### config.mk
export PLATFORM = sky130hd
export DESIGN_NAME = stq_front_end
export DESIGN_NICKNAME = d
export VERILOG_FILES = /design/src/rtl/stq_pkg.sv /design/src/rtl/stq_sort_layer.sv /design/src/rtl/stq_sorter.sv /design/src/rtl/stq_trap_compact.sv /design/src/rtl/stq_front_end.sv
export SDC_FILE = /design/constraint.sdc
export NUM_CORES = 2
export LEC_CHECK = 0
export BUFFER_PORTS_ARGS = -buffer_cell sky130_fd_sc_hd__buf_2
export CAP_MARGIN = 20
export CORE_ASPECT_RATIO = 1.2
export CORE_MARGIN = 1.5
export CORE_UTILIZATION = 30
export CTS_BUF_LIST = sky130_fd_sc_hd__clkbuf_2 sky130_fd_sc_hd__clkbuf_4 sky130_fd_sc_hd__clkbuf_8
export DETAILED_ROUTE_END_ITERATION = 10
export GPL_TIMING_DRIVEN = 0
export SLEW_MARGIN = 40
export SYNTH_ARGS = -nofsm -noshare
export SYNTH_HDL_FRONTEND = slang
export SYNTH_SLANG_ARGS = --single-unit
### constraint.sdc
create_clock -name clk -period 5.92 [get_ports clk]
set_input_delay 0.296 -clock clk [delete_from_list [all_inputs] [get_ports clk]]
set_output_delay 0.296 -clock clk [all_outputs]
set_load 0.05 [all_outputs]
### src/rtl/stq_pkg.sv
package stq_pkg;
    localparam int SLOTS       = 8;
    localparam int LOG2_SLOTS  = $clog2(SLOTS);
    localparam int HALF        = SLOTS / 2;
    localparam int DST_W       = LOG2_SLOTS;
    localparam int PAY_W       = 8;
    localparam int SORT_LAYERS = LOG2_SLOTS * (LOG2_SLOTS + 1) / 2;
    localparam int LATENCY     = SORT_LAYERS + 2;

    typedef struct packed {
        logic             vld;
        logic [DST_W-1:0] dst;
        logic [PAY_W-1:0] pay;
    } cell_t;

    typedef cell_t [SLOTS-1:0] vec_t;

    // Empty slots rank above every valid cell
    function automatic logic [DST_W:0] sort_key(cell_t c);
        return {~c.vld, c.dst};
    endfunction

    // Span of the merge phase that owns sorting layer idx
    function automatic int layer_k(int idx);
        int n;
        int res;
        n   = 0;
        res = 2;
        for (int p = 1; p <= LOG2_SLOTS; p++) begin
            for (int q = p; q >= 1; q--) begin
                if (n == idx) res = 1 << p;
                n++;
            end
        end
        return res;
    endfunction

    // Partner distance inside sorting layer idx
    function automatic int layer_j(int idx);
        int n;
        int res;
        n   = 0;
        res = 1;
        for (int p = 1; p <= LOG2_SLOTS; p++) begin
            for (int q = p; q >= 1; q--) begin
                if (n == idx) res = 1 << (q - 1);
                n++;
            end
        end
        return res;
    endfunction

    // Interleave lower and upper halves
    function automatic vec_t perfect_shuffle(vec_t v);
        vec_t r;
        for (int m = 0; m < HALF; m++) begin
            r[2*m]   = v[m];
            r[2*m+1] = v[m+HALF];
        end
        return r;
    endfunction
endpackage

### src/rtl/stq_sort_layer.sv
module stq_sort_layer
    import stq_pkg::*;
#(
    parameter int K = 2,
    parameter int J = 1
) (
    input  vec_t d,
    output vec_t q
);
    always_comb begin
        q = d;
        for (int i = 0; i < SLOTS; i++) begin
            int  p;
            logic asc;
            logic swap;
            p   = i ^ J;
            asc = ((i & K) == 0);
            if (p > i) begin
                swap = asc ? (sort_key(d[i]) > sort_key(d[p]))
                           : (sort_key(d[i]) < sort_key(d[p]));
                if (swap) begin
                    q[i] = d[p];
                    q[p] = d[i];
                end
            end
        end
    end
endmodule

### src/rtl/stq_sorter.sv
module stq_sorter
    import stq_pkg::*;
(
    input  logic clk,
    input  logic rst,
    input  vec_t in_v,
    output vec_t out_v
);
    for (genvar g = 0; g < SORT_LAYERS; g++) begin : g_layer
        vec_t src;
        vec_t nxt;
        vec_t q_r;
        if (g == 0) begin : g_first
            assign src = in_v;
        end else begin : g_rest
            assign src = g_layer[g-1].q_r;
        end
        stq_sort_layer #(.K(layer_k(g)), .J(layer_j(g))) u_layer (
            .d(src),
            .q(nxt)
        );
        always_ff @(posedge clk) begin
            if (rst) q_r <= '0;
            else     q_r <= nxt;
        end
    end

    assign out_v = g_layer[SORT_LAYERS-1].q_r;
endmodule

### src/rtl/stq_trap_compact.sv
module stq_trap_compact
    import stq_pkg::*;
(
    input  logic clk,
    input  logic rst,
    input  vec_t srt,
    output vec_t fwd_q,
    output vec_t rej_q
);
    logic [SLOTS-1:0] dup;
    vec_t             fwd_c;
    vec_t             rej_c;

    always_comb begin
        dup[0] = 1'b0;
        for (int i = 1; i < SLOTS; i++) begin
            dup[i] = srt[i].vld && srt[i-1].vld && (srt[i-1].dst == srt[i].dst);
        end
    end

    always_comb begin
        logic [LOG2_SLOTS:0] cnt;
        cnt   = '0;
        fwd_c = '0;
        rej_c = '0;
        for (int i = 0; i < SLOTS; i++) begin
            if (dup[i]) begin
                rej_c[i] = srt[i];
            end else if (srt[i].vld) begin
                fwd_c[cnt[LOG2_SLOTS-1:0]] = srt[i];
                cnt = cnt + 1'b1;
            end
        end
    end

    always_ff @(posedge clk) begin
        if (rst) begin
            fwd_q <= '0;
            rej_q <= '0;
        end else begin
            fwd_q <= fwd_c;
            rej_q <= rej_c;
        end
    end
endmodule

### src/rtl/stq_front_end.sv
module stq_front_end
    import stq_pkg::*;
(
    input  logic                     clk,
    input  logic                     rst,
    input  logic [SLOTS-1:0]         in_vld,
    input  logic [SLOTS*DST_W-1:0]   in_dst,
    input  logic [SLOTS*PAY_W-1:0]   in_pay,
    output logic [SLOTS-1:0]         out_vld,
    output logic [SLOTS*DST_W-1:0]   out_dst,
    output logic [SLOTS*PAY_W-1:0]   out_pay,
    output logic [SLOTS-1:0]         rej_vld,
    output logic [SLOTS*DST_W-1:0]   rej_dst,
    output logic [SLOTS*PAY_W-1:0]   rej_pay
);
    vec_t in_v;
    vec_t sorted_v;
    vec_t fwd_v;
    vec_t rej_v;
    vec_t out_r;
    vec_t rej_r;

    always_comb begin
        for (int s = 0; s < SLOTS; s++) begin
            in_v[s].vld = in_vld[s];
            in_v[s].dst = in_dst[s*DST_W +: DST_W];
            in_v[s].pay = in_pay[s*PAY_W +: PAY_W];
        end
    end

    stq_sorter u_sort (
        .clk  (clk),
        .rst  (rst),
        .in_v (in_v),
        .out_v(sorted_v)
    );

    stq_trap_compact u_trap (
        .clk  (clk),
        .rst  (rst),
        .srt  (sorted_v),
        .fwd_q(fwd_v),
        .rej_q(rej_v)
    );

    always_ff @(posedge clk) begin
        if (rst) begin
            out_r <= '0;
            rej_r <= '0;
        end else begin
            out_r <= perfect_shuffle(fwd_v);
            rej_r <= rej_v;
        end
    end

    always_comb begin
        for (int s = 0; s < SLOTS; s++) begin
            out_vld[s]               = out_r[s].vld;
            out_dst[s*DST_W +: DST_W] = out_r[s].dst;
            out_pay[s*PAY_W +: PAY_W] = out_r[s].pay;
            rej_vld[s]               = rej_r[s].vld;
            rej_dst[s*DST_W +: DST_W] = rej_r[s].dst;
            rej_pay[s*PAY_W +: PAY_W] = rej_r[s].pay;
        end
    end
endmodule

==> run summary <==
Hold Path Class: in2reg
Sw Ratio: 0.283
DR vias/cell: 4.79
F_max: 178 MHz
Yosys warning count: 0
Gr busiest metal: met2
CTS root buf: clkbuf_8
M3 GR Usage: 0.0360
Setup ws final: 309 ps
Final setup viols: 0
VDD IR-drop max: 0.000165 V
Crit. End Element: flop
Synth area leaders: dfxtp_1, mux2i_1, nor2_1
Synth-to-Final Area Change: 23.0%
Gate power share: 0.168
Final hold violations: 0
Layout cell share with drive strength beyond 1: 0.148
# DRC: 0
Post-DP HPWL: 96,200 um
Reg clk slew, reported paths: 60 ps
Grt met1 use: 0.215
ANT nets after route: 0
Clock buffer depth: 3
Worst Path Arrival: 6280 ps
GRT met2 Usage: 0.343
Placement Setup Slack: 66.8 ps
Io pins: 290
Number of global-route vias before repair: 29,591
Average cell area after synthesis: 9.29 um^2
Post-synth top area cell: dfxtp_1
Area of the core: 0.122 mm^2
Drt first pass iters: 7
Rel. slew slack: 0.363
RSZ-0062 raised after global routing: false
Worst EP required: 6590 ps
Max cap viols: 0
Final Max Slew Viols: 0
Critical path startpoint category: flop
Clock Skew: 63.0 ps
Largest net degree at the start of global routing: 17
Yosys top cell area share: 0.509
CTS tree: done
Antenna violations before repair: 2
Initial drt markers: 2,156
Clock sink count: 936
P_sw: 4.37 mW
Routability cong.: 0.970
Slew @ Worst Pin: 955 ps
Commonest cells post-synth: dfxtp_1, nor2_1, nand2_1
Cells after Synth: 3,967
Die area: 0.125 mm^2
Num rows: 140
Yosys cell types: 79
Internal power: 11.1 mW
Clk pwr share: 0.389
Num CTS Buffers: 150
Final worst path period share: 0.948
Gr ovfl total: 0
Async SR Flop Fraction: 0
H-tree depth: 4
Die height: 387 um
GRT Overall Usage: 0.194
CP max FO: 10
Clk Latency, worst-skew pair: 850 ps
Die width: 323 um
Period minus WS final: 5610 ps
Port Buffer Count: 277
Leak Pwr: 19.8 nW
Top-count cell post-synth: dfxtp_1
Sequential power share: 0.443
WL final: 125,000 um
Reg2reg setup slack: 310 ps
Yosys reg bits: 936
Setup CP Type: reg2reg
Post-synth top flop: dfxtp_1
Fin nets: 4,767
Synth Cell Area: 0.0368 mm^2
Register area share after synthesis: 0.509
Vias: 30,259
Initial Util: 0.303
Outcome: finished clean
PD cells: 342 mW/mm^2
Global-route wire length before repair: 182,000 um
Setup_tns: 0 ps
Post-synth EDFFs: 0
Routed length per placed instance: 19.8 um
[logic make-up after synthesis]
family,after synthesis,share of synthesized area
xor+xnor,37,0.0103
simple gates,1430,0.173
mux,384,0.105
flops,936,0.509
other cells,1,0.000102
buf+inv,432,0.0477
fa+ha+maj,108,0.0367
compound gates,639,0.118
[power by group through the flow]
stage,registers [mW],logic [mW],clock network [mW]
6_report,6.86,2.61,6.02
5_1_grt,6.88,2.82,6.43
4_1_cts,6.85,2.59,6.15
3_5_place_dp,6.99,2.48,0
3_3_place_gp,6.98,2.46,0
2_1_floorplan,6.88,1.86,0
[cell type report]
cell class / instances / area [um^2]
diodes: 1 / 2.50
plain buffers: 316 / 1360
clock buffers: 229 / 2890
clock inverters: 40 / 482
fillers: 12400 / 76200
inverters: 116 / 438
multi-input cells: 2610 / 16500
flip-flops and latches: 936 / 18700
well taps: 1633 / 2040
repair buffers: 431 / 2920
[cells in the final DEF, fill, tap and decap left out, types with 19 or more instances in the layout]
cell type | Yosys | routed
o21ai_0 | 42 | 42
o211ai_1 | 33 | 33
o32ai_1 | 21 | 21
ha_1 | 108 | 108
clkbuf_2 | 0 | 27
a22o_1 | 22 | 22
nor3_1 | 62 | 61
nor2b_1 | 205 | 205
dfxtp_1 | 936 | 936
xnor2_1 | 20 | 20
o22ai_1 | 46 | 45
a22oi_1 | 23 | 23
clkbuf_8 | 0 | 187
mux2i_1 | 377 | 377
a21oi_1 | 263 | 263
nor2_1 | 612 | 610
inv_1 | 114 | 114
and2_1 | 73 | 73
dlygate4sd3_1 | 0 | 149
a311oi_1 | 24 | 24
clkbuf_1 | 247 | 221
buf_4 | 22 | 26
nand2b_1 | 28 | 28
clkbuf_4 | 0 | 42
a221o_1 | 22 | 22
a41o_1 | 19 | 19
buf_2 | 34 | 316
nand2_1 | 389 | 389
[per-layer routing]
| metal | vias up | routed length [um] | share of wire |
|---|---|---|---|
| met5 | - | 0 | 0 |
| met4 | 0 | 7750 | 0.062 |
| li1 | 14577 | - | - |
| met2 | 1239 | 61500 | 0.49 |
| met1 | 14041 | 48500 | 0.39 |
| met3 | 402 | 7370 | 0.059 |
[state kept, by name (all words and copies together) (netlist names)]
signal,count
out_dst,24
u_trap.fwd_q,96
out_pay,64
u_sort.g_layer.q_r,480
rej_dst,21
u_sort.out_v,96
rej_vld,7
out_vld,8
rej_pay,56
u_trap.rej_q,84
[worst max-delay path, cell delays in order, from the launching register on]
cell      delay (ps)
dfxtp_1          500
ha_1             220
or4b_1           420
buf_2            190
mux2i_4          240
xnor2_4          300
ha_1             310
nand2b_1         180
o21ai_2          170
inv_1            210
ha_1             350
nand3_1          100
nor2_1            70
a211oi_1         220
ha_1             180
nand2_1           60
xnor2_1          310
xnor2_2          130
nor3_1           420
nand2_1          170
buf_2            220
a311oi_1         450
[worst paths after layout]
kind,cells after the start,endpoint,start
worst max-delay path,21,u_trap.fwd_q[81]$_SDFF_PP0_,u_sort.out_v[11]$_SDFF_PP0_
worst min-delay path,4,u_sort.g_layer[0].q_r[41]$_SDFF_PP0_,in_pay[29]
worst max register to register,21,u_trap.fwd_q[81]$_SDFF_PP0_,u_sort.out_v[11]$_SDFF_PP0_
worst min register to register,1,rej_pay[18]$_SDFF_PP0_,u_trap.rej_q[26]$_SDFF_PP0_
[metrics by stage]
stage	hold slack (ps)	instances	power, mW	util	cell area [um^2]
final	265	6312	15.5	0.373	45300
after global routing	228	6312	16.1	0.373	45300
after CTS	188	6308	15.6	0.372	45200
after detailed placement	423	5890	9.47	0.332	40400
after global placement	423	5888	9.44	0.332	40300
after floorplan	414	3978	8.74	-	36900
[what timing repair did]
| item | CTS | global route |
|---|---|---|
| endpoints found under the hold margin | 98 | 0 |
| hold buffers | 149 | 0 |
| endpoints found under the setup margin | 0 | 44 |
| resized for setup | 0 | 10 |
| buffers inserted | 0 | 3 |
(Power assumes the default switching activity.)
